[config.mk]
export PLATFORM = sky130hd
export DESIGN_NAME = stoprec_ctrl
export DESIGN_NICKNAME = d
export VERILOG_FILES = /design/src/rtl/stoprec_pkg.sv /design/src/rtl/stoprec_cfg_reg.sv /design/src/rtl/stoprec_lvi_ctrl.sv /design/src/rtl/stoprec_wake_timer.sv /design/src/rtl/stoprec_ctrl.sv
export SDC_FILE = /design/constraint.sdc
export NUM_CORES = 1
export LEC_CHECK = 0
export BUFFER_PORTS_ARGS = -buffer_cell sky130_fd_sc_hd__buf_4
export CELL_PAD_IN_SITES_DETAIL_PLACEMENT = 0
export CELL_PAD_IN_SITES_GLOBAL_PLACEMENT = 1
export CORE_ASPECT_RATIO = 0.7
export CORE_UTILIZATION = 45
export CTS_CLUSTER_DIAMETER = 40
export DETAILED_ROUTE_END_ITERATION = 8
export GPL_ROUTABILITY_DRIVEN = 1
export PLACE_DENSITY = 0.94
export SLEW_MARGIN = 20
export SYNTH_ARGS = -nofsm -noshare
export SYNTH_HDL_FRONTEND = slang
export SYNTH_SLANG_ARGS = --single-unit
[constraint.sdc]
create_clock -name clk -period 5.8 [get_ports clk]
set_input_delay 0.87 -clock clk [delete_from_list [all_inputs] [get_ports clk]]
set_output_delay 0.87 -clock clk [all_outputs]
set_load 0.005 [all_outputs]
[src/rtl/stoprec_pkg.sv]
package stoprec_pkg;

    localparam int unsigned CFG_W = 5;

    // Field order matches write-data bit order, MSB first (bit 4 .. bit 0)
    typedef struct packed {
        logic mode_5v;
        logic pwr_off;
        logic rst_off;
        logic stop_keep;
        logic short_rec;
    } stoprec_cfg_t;

    typedef enum logic [1:0] {
        ST_RUN     = 2'd0,
        ST_STOP    = 2'd1,
        ST_RECOVER = 2'd2
    } stoprec_state_e;

endpackage

[src/rtl/stoprec_cfg_reg.sv]
module stoprec_cfg_reg
    import stoprec_pkg::*;
(
    input  logic               clk,
    input  logic               por_n,
    input  logic               rst_n,
    input  logic               wr_en,
    input  logic [CFG_W-1:0]   wr_data,
    output stoprec_cfg_t       cfg_o
);

    stoprec_cfg_t cfg_d, cfg_q;

    always_comb begin
        cfg_d = cfg_q;
        if (wr_en) begin
            cfg_d = stoprec_cfg_t'(wr_data);
        end
        if (!rst_n) begin
            cfg_d         = '0;
            cfg_d.mode_5v = cfg_q.mode_5v;
        end
        if (!por_n) begin
            cfg_d = '0;
        end
    end

    always_ff @(posedge clk) begin
        cfg_q <= cfg_d;
    end

    assign cfg_o = cfg_q;


    mode_keep_chk: assert property (@(posedge clk) disable iff (!por_n)
        (!rst_n) |=> (cfg_q.mode_5v == $past(cfg_q.mode_5v)) && (cfg_q[CFG_W-2:0] == '0));


    por_clear_chk: assert property (@(posedge clk)
        (!por_n) |=> (cfg_q == '0));

endmodule

[src/rtl/stoprec_lvi_ctrl.sv]
module stoprec_lvi_ctrl
    import stoprec_pkg::*;
(
    input  logic         clk,
    input  logic         rst_any,
    input  stoprec_cfg_t cfg,
    input  logic         in_stop,
    input  logic         lvi_detect,
    output logic         lvi_enable,
    output logic         lvi_reset,
    output logic         lvi_mode_5v
);

    logic mon_on;

    always_comb begin
        mon_on      = !cfg.pwr_off && (!in_stop || cfg.stop_keep);
        lvi_enable  = mon_on;
        lvi_reset   = lvi_detect && mon_on && !cfg.rst_off;
        lvi_mode_5v = cfg.mode_5v;
    end


    rst_block_chk: assert property (@(posedge clk) disable iff (rst_any)
        cfg.rst_off |-> !lvi_reset);


    pwr_off_chk: assert property (@(posedge clk) disable iff (rst_any)
        cfg.pwr_off |-> (!lvi_enable && !lvi_reset));

endmodule

[src/rtl/stoprec_wake_timer.sv]
module stoprec_wake_timer
    import stoprec_pkg::*;
#(
    parameter int unsigned SHORT_DLY = 32,
    parameter int unsigned LONG_DLY  = 4096
) (
    input  logic clk,
    input  logic rst_any,
    input  logic stop_enter,
    input  logic wake_req,
    input  logic lvi_exit,
    input  logic short_rec,
    output logic in_stop,
    output logic stopped,
    output logic cpu_run
);

    localparam int unsigned CNT_W = $clog2(LONG_DLY + 1);
    localparam logic [CNT_W-1:0] SHORT_CNT = CNT_W'(SHORT_DLY);
    localparam logic [CNT_W-1:0] LONG_CNT  = CNT_W'(LONG_DLY);

    typedef struct packed {
        stoprec_state_e   state;
        logic [CNT_W-1:0] cnt;
    } tmr_t;

    tmr_t tmr_d, tmr_q;

    always_comb begin
        tmr_d = tmr_q;
        case (tmr_q.state)
            ST_RUN: begin
                if (stop_enter) tmr_d.state = ST_STOP;
            end
            ST_STOP: begin
                if (lvi_exit) begin
                    tmr_d.state = ST_RECOVER;
                    tmr_d.cnt   = LONG_CNT;
                end else if (wake_req) begin
                    tmr_d.state = ST_RECOVER;
                    tmr_d.cnt   = short_rec ? SHORT_CNT : LONG_CNT;
                end
            end
            ST_RECOVER: begin
                tmr_d.cnt = tmr_q.cnt - CNT_W'(1);
                if (tmr_q.cnt == CNT_W'(1)) begin
                    tmr_d.state = ST_RUN;
                end
            end
            default: begin
                tmr_d.state = ST_RUN;
                tmr_d.cnt   = '0;
            end
        endcase
        if (rst_any) begin
            tmr_d.state = ST_RUN;
            tmr_d.cnt   = '0;
        end
    end

    always_ff @(posedge clk) begin
        tmr_q <= tmr_d;
    end

    assign in_stop = (tmr_q.state != ST_RUN);
    assign stopped = (tmr_q.state == ST_STOP);
    assign cpu_run = (tmr_q.state == ST_RUN);


    stop_entry_chk: assert property (@(posedge clk) disable iff (rst_any)
        (tmr_q.state == ST_RUN && stop_enter) |=> !cpu_run);


    lvi_long_chk: assert property (@(posedge clk) disable iff (rst_any)
        (tmr_q.state == ST_STOP && lvi_exit) |=> (tmr_q.cnt == LONG_CNT));


    count_step_chk: assert property (@(posedge clk) disable iff (rst_any)
        (tmr_q.state == ST_RECOVER && tmr_q.cnt != CNT_W'(1))
            |=> (tmr_q.state == ST_RECOVER) && (tmr_q.cnt == $past(tmr_q.cnt) - CNT_W'(1)));


    finish_chk: assert property (@(posedge clk) disable iff (rst_any)
        (tmr_q.state == ST_RECOVER && tmr_q.cnt == CNT_W'(1)) |=> cpu_run);


    cnt_range_chk: assert property (@(posedge clk) disable iff (rst_any)
        tmr_q.cnt <= LONG_CNT);

endmodule

[src/rtl/stoprec_ctrl.sv]
module stoprec_ctrl
    import stoprec_pkg::*;
#(
    parameter int unsigned SHORT_DLY = 32,
    parameter int unsigned LONG_DLY  = 4096
) (
    input  logic             clk,
    input  logic             por_n,
    input  logic             rst_n,
    input  logic             cfg_wr,
    input  logic [CFG_W-1:0] cfg_wdata,
    input  logic             stop_enter,
    input  logic             wake_req,
    input  logic             lvi_detect,
    output logic             lvi_enable,
    output logic             lvi_reset,
    output logic             lvi_mode_5v,
    output logic             cpu_run
);

    stoprec_cfg_t cfg;
    logic rst_any;
    logic in_stop;
    logic stopped;
    logic lvi_exit;

    assign rst_any  = !por_n || !rst_n;
    assign lvi_exit = lvi_reset && stopped;

    stoprec_cfg_reg u_cfg (
        .clk     (clk),
        .por_n   (por_n),
        .rst_n   (rst_n),
        .wr_en   (cfg_wr),
        .wr_data (cfg_wdata),
        .cfg_o   (cfg)
    );

    stoprec_lvi_ctrl u_lvi (
        .clk         (clk),
        .rst_any     (rst_any),
        .cfg         (cfg),
        .in_stop     (in_stop),
        .lvi_detect  (lvi_detect),
        .lvi_enable  (lvi_enable),
        .lvi_reset   (lvi_reset),
        .lvi_mode_5v (lvi_mode_5v)
    );

    stoprec_wake_timer #(
        .SHORT_DLY (SHORT_DLY),
        .LONG_DLY  (LONG_DLY)
    ) u_tmr (
        .clk        (clk),
        .rst_any    (rst_any),
        .stop_enter (stop_enter),
        .wake_req   (wake_req),
        .lvi_exit   (lvi_exit),
        .short_rec  (cfg.short_rec),
        .in_stop    (in_stop),
        .stopped    (stopped),
        .cpu_run    (cpu_run)
    );

endmodule

# --- Word level (Yosys, flattened, before mapping) ---
# Index checks and enable logic that the tools add are counted.
word_totals:
  wordCells: 39
  output_inout_bits: 4
  register_bits: 20
  input_bits: 12
op_classes:
  muxes: 7
  n_addsub: 1
  eq_ne: 6
  bitwise_logic: 1
  reduce_logical: 17
op_table:
  columns: ["op", "count"]
  rows:
  - ["13-bit one-hot mux with 3 select lines", 1]
  - ["15-bit 2-to-1 mux", 2]
  - ["13-bit by 1-bit == test with 1-bit output (second input constant)", 1]
  - ["13-bit 2-to-1 mux", 1]
  - ["13-bit by 1-bit subtractor with 13-bit output (second input constant)", 1]
  - ["2-bit one-hot mux with 3 select lines", 1]
  - ["2-bit AND reduction", 3]
  - ["1-bit zero test", 5]
  - ["1-bit logical AND", 4]
  - ["2-bit 2-to-1 mux", 2]
  - ["3-bit by 2-bit inequality test with 1-bit output (second input constant)", 1]
  - ["3-bit AND reduction", 1]
  - ["2-bit by 1-bit == test with 1-bit output (second input constant)", 1]
  - ["2-bit == test (second input constant)", 1]
  - ["2-bit zero test", 1]
  - ["1-bit logical OR", 2]
  - ["2-bit by 1-bit inequality test with 1-bit output (second input constant)", 1]
  - ["2-bit inequality test (second input constant)", 1]
  - ["2-bit nonzero test", 1]
  - ["1-bit NOT", 1]

# --- Logic depth before layout (Yosys ltp) ---
logic_depth:
  ltp_word: 9
  mapped_depth: 7
  ltp_nobuf: 6

# --- Cells and area by module ---
# From an unflattened synthesis, not the netlist that was laid out.
unflattened:
  cells_unflattened: 129
  area_unflattened_um2: 1113.6
modules_own_cells:
  columns: ["mod", "cells_per_inst", "seq_area_each_um2", "n_inst", "area_each_um2"]
  rows:
  - ["stoprec_wake_timer", 103, 300.3, 1, 869.6]
  - ["stoprec_cfg_reg", 19, 100.1, 1, 198.9]
  - ["stoprec_lvi_ctrl", 5, 0.0, 1, 35.0]
  - ["stoprec_ctrl", 2, 0.0, 1, 10.0]

# --- Worst setup path before layout ---
# No wires, ideal clock.
synth_path:
  path_type: "input to output"
  startpoint: "input port lvi_detect"
  endpoint: "output port lvi_reset"
  cell_stages: 2
  t_required_ns: 4.930
  arrival_time_ns: 1.440
  path_buffers: 0
  path_slack_ns: 3.490
  path_cell_list: "or3b_2 -> nor2_1"
synth_via:
  elab_chain_len: 2
synth_rtl:
  columns: ["item", "line", "rtl"]
  rows:
  - ["from (decl)", "stoprec_ctrl.sv:14", "input logic lvi_detect,"]
  - ["1-bit logical AND (2 in series)", "stoprec_lvi_ctrl.sv:19", "lvi_reset = lvi_detect && mon_on && !cfg.rst_off;"]
  - ["to (decl)", "stoprec_ctrl.sv:16", "output logic lvi_reset,"]
# No other way between the ends.

# --- Final worst setup path ---
# Same ends and word-level chain as after synthesis.

==> summary.md <==
| Metric | Value |
|---|---|
| Max capacitance violation total | 0 |
| Cell area after synthesis | 1100 sq um |
| Number of nets still failing antenna checks after routing | 0 |
| Final hold slack | 0.473 ns |
| Maximum ir drop on the vdd rail | 0.154 mV |
| Setup Skew | 0.00133 ns |
| Clock period minus worst slack | 2.51 ns |
| RSZ-0062 raised after global routing | false |
| Level count of the clock H-tree | 1 |
| Most instantiated library cell after synthesis | sky130_fd_sc_hd__dfxtp_1 |
| Most common library cells after synthesis | sky130_fd_sc_hd__dfxtp_1, sky130_fd_sc_hd__nor2_1, sky130_fd_sc_hd__nand2_1 |
| Terminating pin of the worst hold path | u_cfg.cfg_o[4] |
| Syn avg cell area | 8.98 sq um |
| Worst slack, placed | 3.28 ns |
| Most prevalent standard cell on the critical path | sky130_fd_sc_hd__buf_4 |
| Ys async rst share | 0% |
| Clock transition at path regs | 0.11 ns |
| Area growth syn-to-layout | 17.4% |
| HPWL after detailed placement | 1800 um |
| Net Count, Synth | 139 |
| Worst-skew pair later-pin latency | 0.31 ns |
| Fraction of the yosys area taken by sequential cells | 36.5% |
| Largest net degree at the start of global routing | 16 |
| Count of fill cells added during filler insertion | 198 |
| Routed length per placed instance | 14.2 um |
| Maximum frequency from static timing analysis | 398 MHz |
| Outcome | finished clean |
| Antenna cells | 0 |
| TritonCTS Buffers | 3 |
| Number of gates resized after cts | 0 |
| Sequential cell area in the final layout | 400 sq um |
| Rows | 14 |
| Detailed Route WL | 2400 um |
| Number of slew-limit violations in the final report | 0 |
| Post-synth top flop | sky130_fd_sc_hd__dfxtp_1 |
| DRC violation count after routing | 0 |
| Leakage Power | 0.499 nW |
| Slowest stage delay, CP | 0.44 ns |
| CTS Root Cell | sky130_fd_sc_hd__clkbuf_4 |
| Endpoint type of the worst setup path | output pin |
| Core Area | 2220 sq um |
| Final total negative setup slack | 0 ns |
| Launch instance of the worst register-to-register path | u_tmr.tmr_q[0] |
| Worst-case headroom to the max-slew limit | 54.3% |
| Post-synth cell types | 42 |
| Sinks on the clock net | 20 |
| Number of buffers and inverters on the critical path | 2 |
| Vias post-DR | 947 |
| Hold Crit Start | u_cfg.cfg_o[4] |
| Multi-input combinational cell area | 658 sq um |
| Hold bufs inserted after CTS | 0 |
| Detailed-router iteration count before antenna repair | 4 |
| Width of the die | 61.0 um |
| CP Data Required Time | 4.93 ns |
| CTS tree | built |
| Launching element type of the critical path | input port |
| Number of warning messages in the yosys log | 0 |
| Starting density of the core | 49.3% |
| Number of port buffers | 15 |
| Buffer depth of the longest clock path | 2 |
| Cell family with most CP delay | simple AND/OR/NAND/NOR gates |
| Number of synthesized register bits | 20 |
| Largest driver fanout on the critical path | 2 |
| Crit share post-route | 43.3% |
| Die Height | 43.3 um |
| Initial DRC Count | 37 |
| Initial antenna violation count | 0 |
| Worst hold path depth | 2 |
| Vias in the first global route | 874 |
| Pwr per Cell Area | 244 nW/um^2 |
| Slew at the pin closest to its max-slew limit | 0.677 ns |
| Ratio of cells with drive above 1 in the final layout | 21.9% |
| Final critical-path setup slack | 3.29 ns |
| Flop-to-flop setup slack | 3.61 ns |
| Overall die area | 2640 sq um |
| Leading area contributor after synthesis | sky130_fd_sc_hd__dfxtp_1 |
| First-pass GRT wire length | 4240 um |
| Area fraction of the dominant cell type after synthesis | 36.5% |
| Type of the tightest min-delay check | flop to flop |
| Count of pins on the block boundary | 16 |
| Arrival @ worst endpoint | 1.64 ns |
| Critical-path cell with the highest stage delay | sky130_fd_sc_hd__or3b_2 |
| Category of the critical setup timing path | input port to output pin |
| Syn Inst Count | 122 |
| Area contributors post-synth | sky130_fd_sc_hd__dfxtp_1, sky130_fd_sc_hd__ha_1, sky130_fd_sc_hd__mux2i_1 |
| Cells along the critical path | buf_4, or3b_2, nor2_1, buf_4 |
| Final RePlAce weighted congestion | 0.790 |
| Number of flops mapped to enable cells by yosys | 0 |
| Number of failing hold endpoints at the final stage | 0 |
| Logic depth of the worst register-to-register path | 6 |
| Mean number of vias per cell | 5.60 |
| Setup Fix Bufs, Post-CTS | 0 |
| Final setup violation count | 0 |
| Capture instance of the worst register-to-register path | u_tmr.tmr_q[12] |
| Number of nets in the layout | 155 |
| Overall overflow remaining after global route | 0 |
| Global routing usage summed across all routing layers | 21.6% |
[cells in the final DEF (no fill, tap or decap), types with 2 or more instances in the layout]
master / instances
sky130_fd_sc_hd__a21oi_1: 8
sky130_fd_sc_hd__nor2_1: 11
sky130_fd_sc_hd__ha_1: 5
sky130_fd_sc_hd__nand3_1: 2
sky130_fd_sc_hd__buf_4: 15
sky130_fd_sc_hd__mux2i_1: 5
sky130_fd_sc_hd__a21o_1: 2
sky130_fd_sc_hd__clkbuf_4: 3
sky130_fd_sc_hd__or3_1: 3
sky130_fd_sc_hd__dfxtp_1: 20
sky130_fd_sc_hd__or4_1: 6
sky130_fd_sc_hd__xnor2_1: 3
sky130_fd_sc_hd__inv_1: 6
sky130_fd_sc_hd__o31ai_1: 4
sky130_fd_sc_hd__nand2b_1: 2
sky130_fd_sc_hd__a211oi_1: 3
sky130_fd_sc_hd__or2_2: 4
sky130_fd_sc_hd__nand2_1: 9
sky130_fd_sc_hd__nand4_1: 2
[metal layers]
metal	wire (um)	global-route usage (%)	share of wire (%)	up-vias
met3	126	6.40	5.3	0
li1	-	-	-	485
met2	988	28.6	41	18
met5	0	0	0	-
met4	0	2.73	0	0
met1	1280	34.3	54	444
[how the worst max path moves through the flow]
stage,start,end,slack [ns],depth (start not counted)
6_report,lvi_detect,lvi_reset,3.29,4
5_1_grt,lvi_detect,lvi_reset,3.21,4
4_1_cts,lvi_detect,lvi_reset,3.28,4
3_5_place_dp,lvi_detect,lvi_reset,3.28,4
3_3_place_gp,lvi_detect,lvi_reset,3.28,4
2_1_floorplan,lvi_detect,lvi_reset,3.49,2
[cells by family (layout without fill, tap and decap cells)]
kind of cell             Yosys count  after routing  synth area share, %
multiplexers                       5              5                 4.57
adder cells (fa/ha/maj)            5              5                 5.71
XOR/XNOR                           3              3                 2.40
AND/OR/NAND/NOR                   50             50                 27.1
AO/OA/AOI/OAI                     29             29                 20.3
buffers and inverters             10             25                 3.42
flip-flops                        20             20                 36.5
[sequential cells by signal, indices dropped and copies added, names as in the netlist]
signal	cells
u_cfg.cfg_o	5
u_tmr.tmr_q	15
[worst min-delay path, delay by kind of cell (launching register included)]
kind | cells | cell delay [ns]
flip-flops | 1 | 0.33
AO/OA/AOI/OAI | 1 | 0.06
AND/OR/NAND/NOR | 1 | 0.05
[where the power goes]
| group | switching, W | internal, W | total (W) |
|---|---|---|---|
| Combinational | 0.0000279 | 0.0000252 | 0.0000532 |
| Clock | 0.0000458 | 0.0000699 | 0.000116 |
| Sequential | 0.00000324 | 0.000141 | 0.000145 |
[final cells by class]
class                           instances  area share [%]
Timing Repair Buffer                   15            8.75
Tap cell                               32            3.11
Clock buffer                            3            1.75
Multi-Input combinational cell         92            51.2
Sequential cell                        20            31.1
Clock inverter                          1            2.33
Inverter                                6            1.75
[stage by stage]
| stage | total power [W] | utilization [%] | instances | instance area [sq um] |
|---|---|---|---|---|
| after detailed placement | 0.000200 | 55.5 | 165 | 1230 |
| final | 0.000314 | 57.8 | 169 | 1290 |
| after floorplan | 0.000183 | - | 122 | 1100 |
| after global placement | 0.000199 | 55.5 | 165 | 1230 |
| after global routing | 0.000329 | 57.8 | 169 | 1290 |
| after CTS | 0.000314 | 57.8 | 169 | 1290 |
Note: power is estimated with default switching activity, not from simulation.
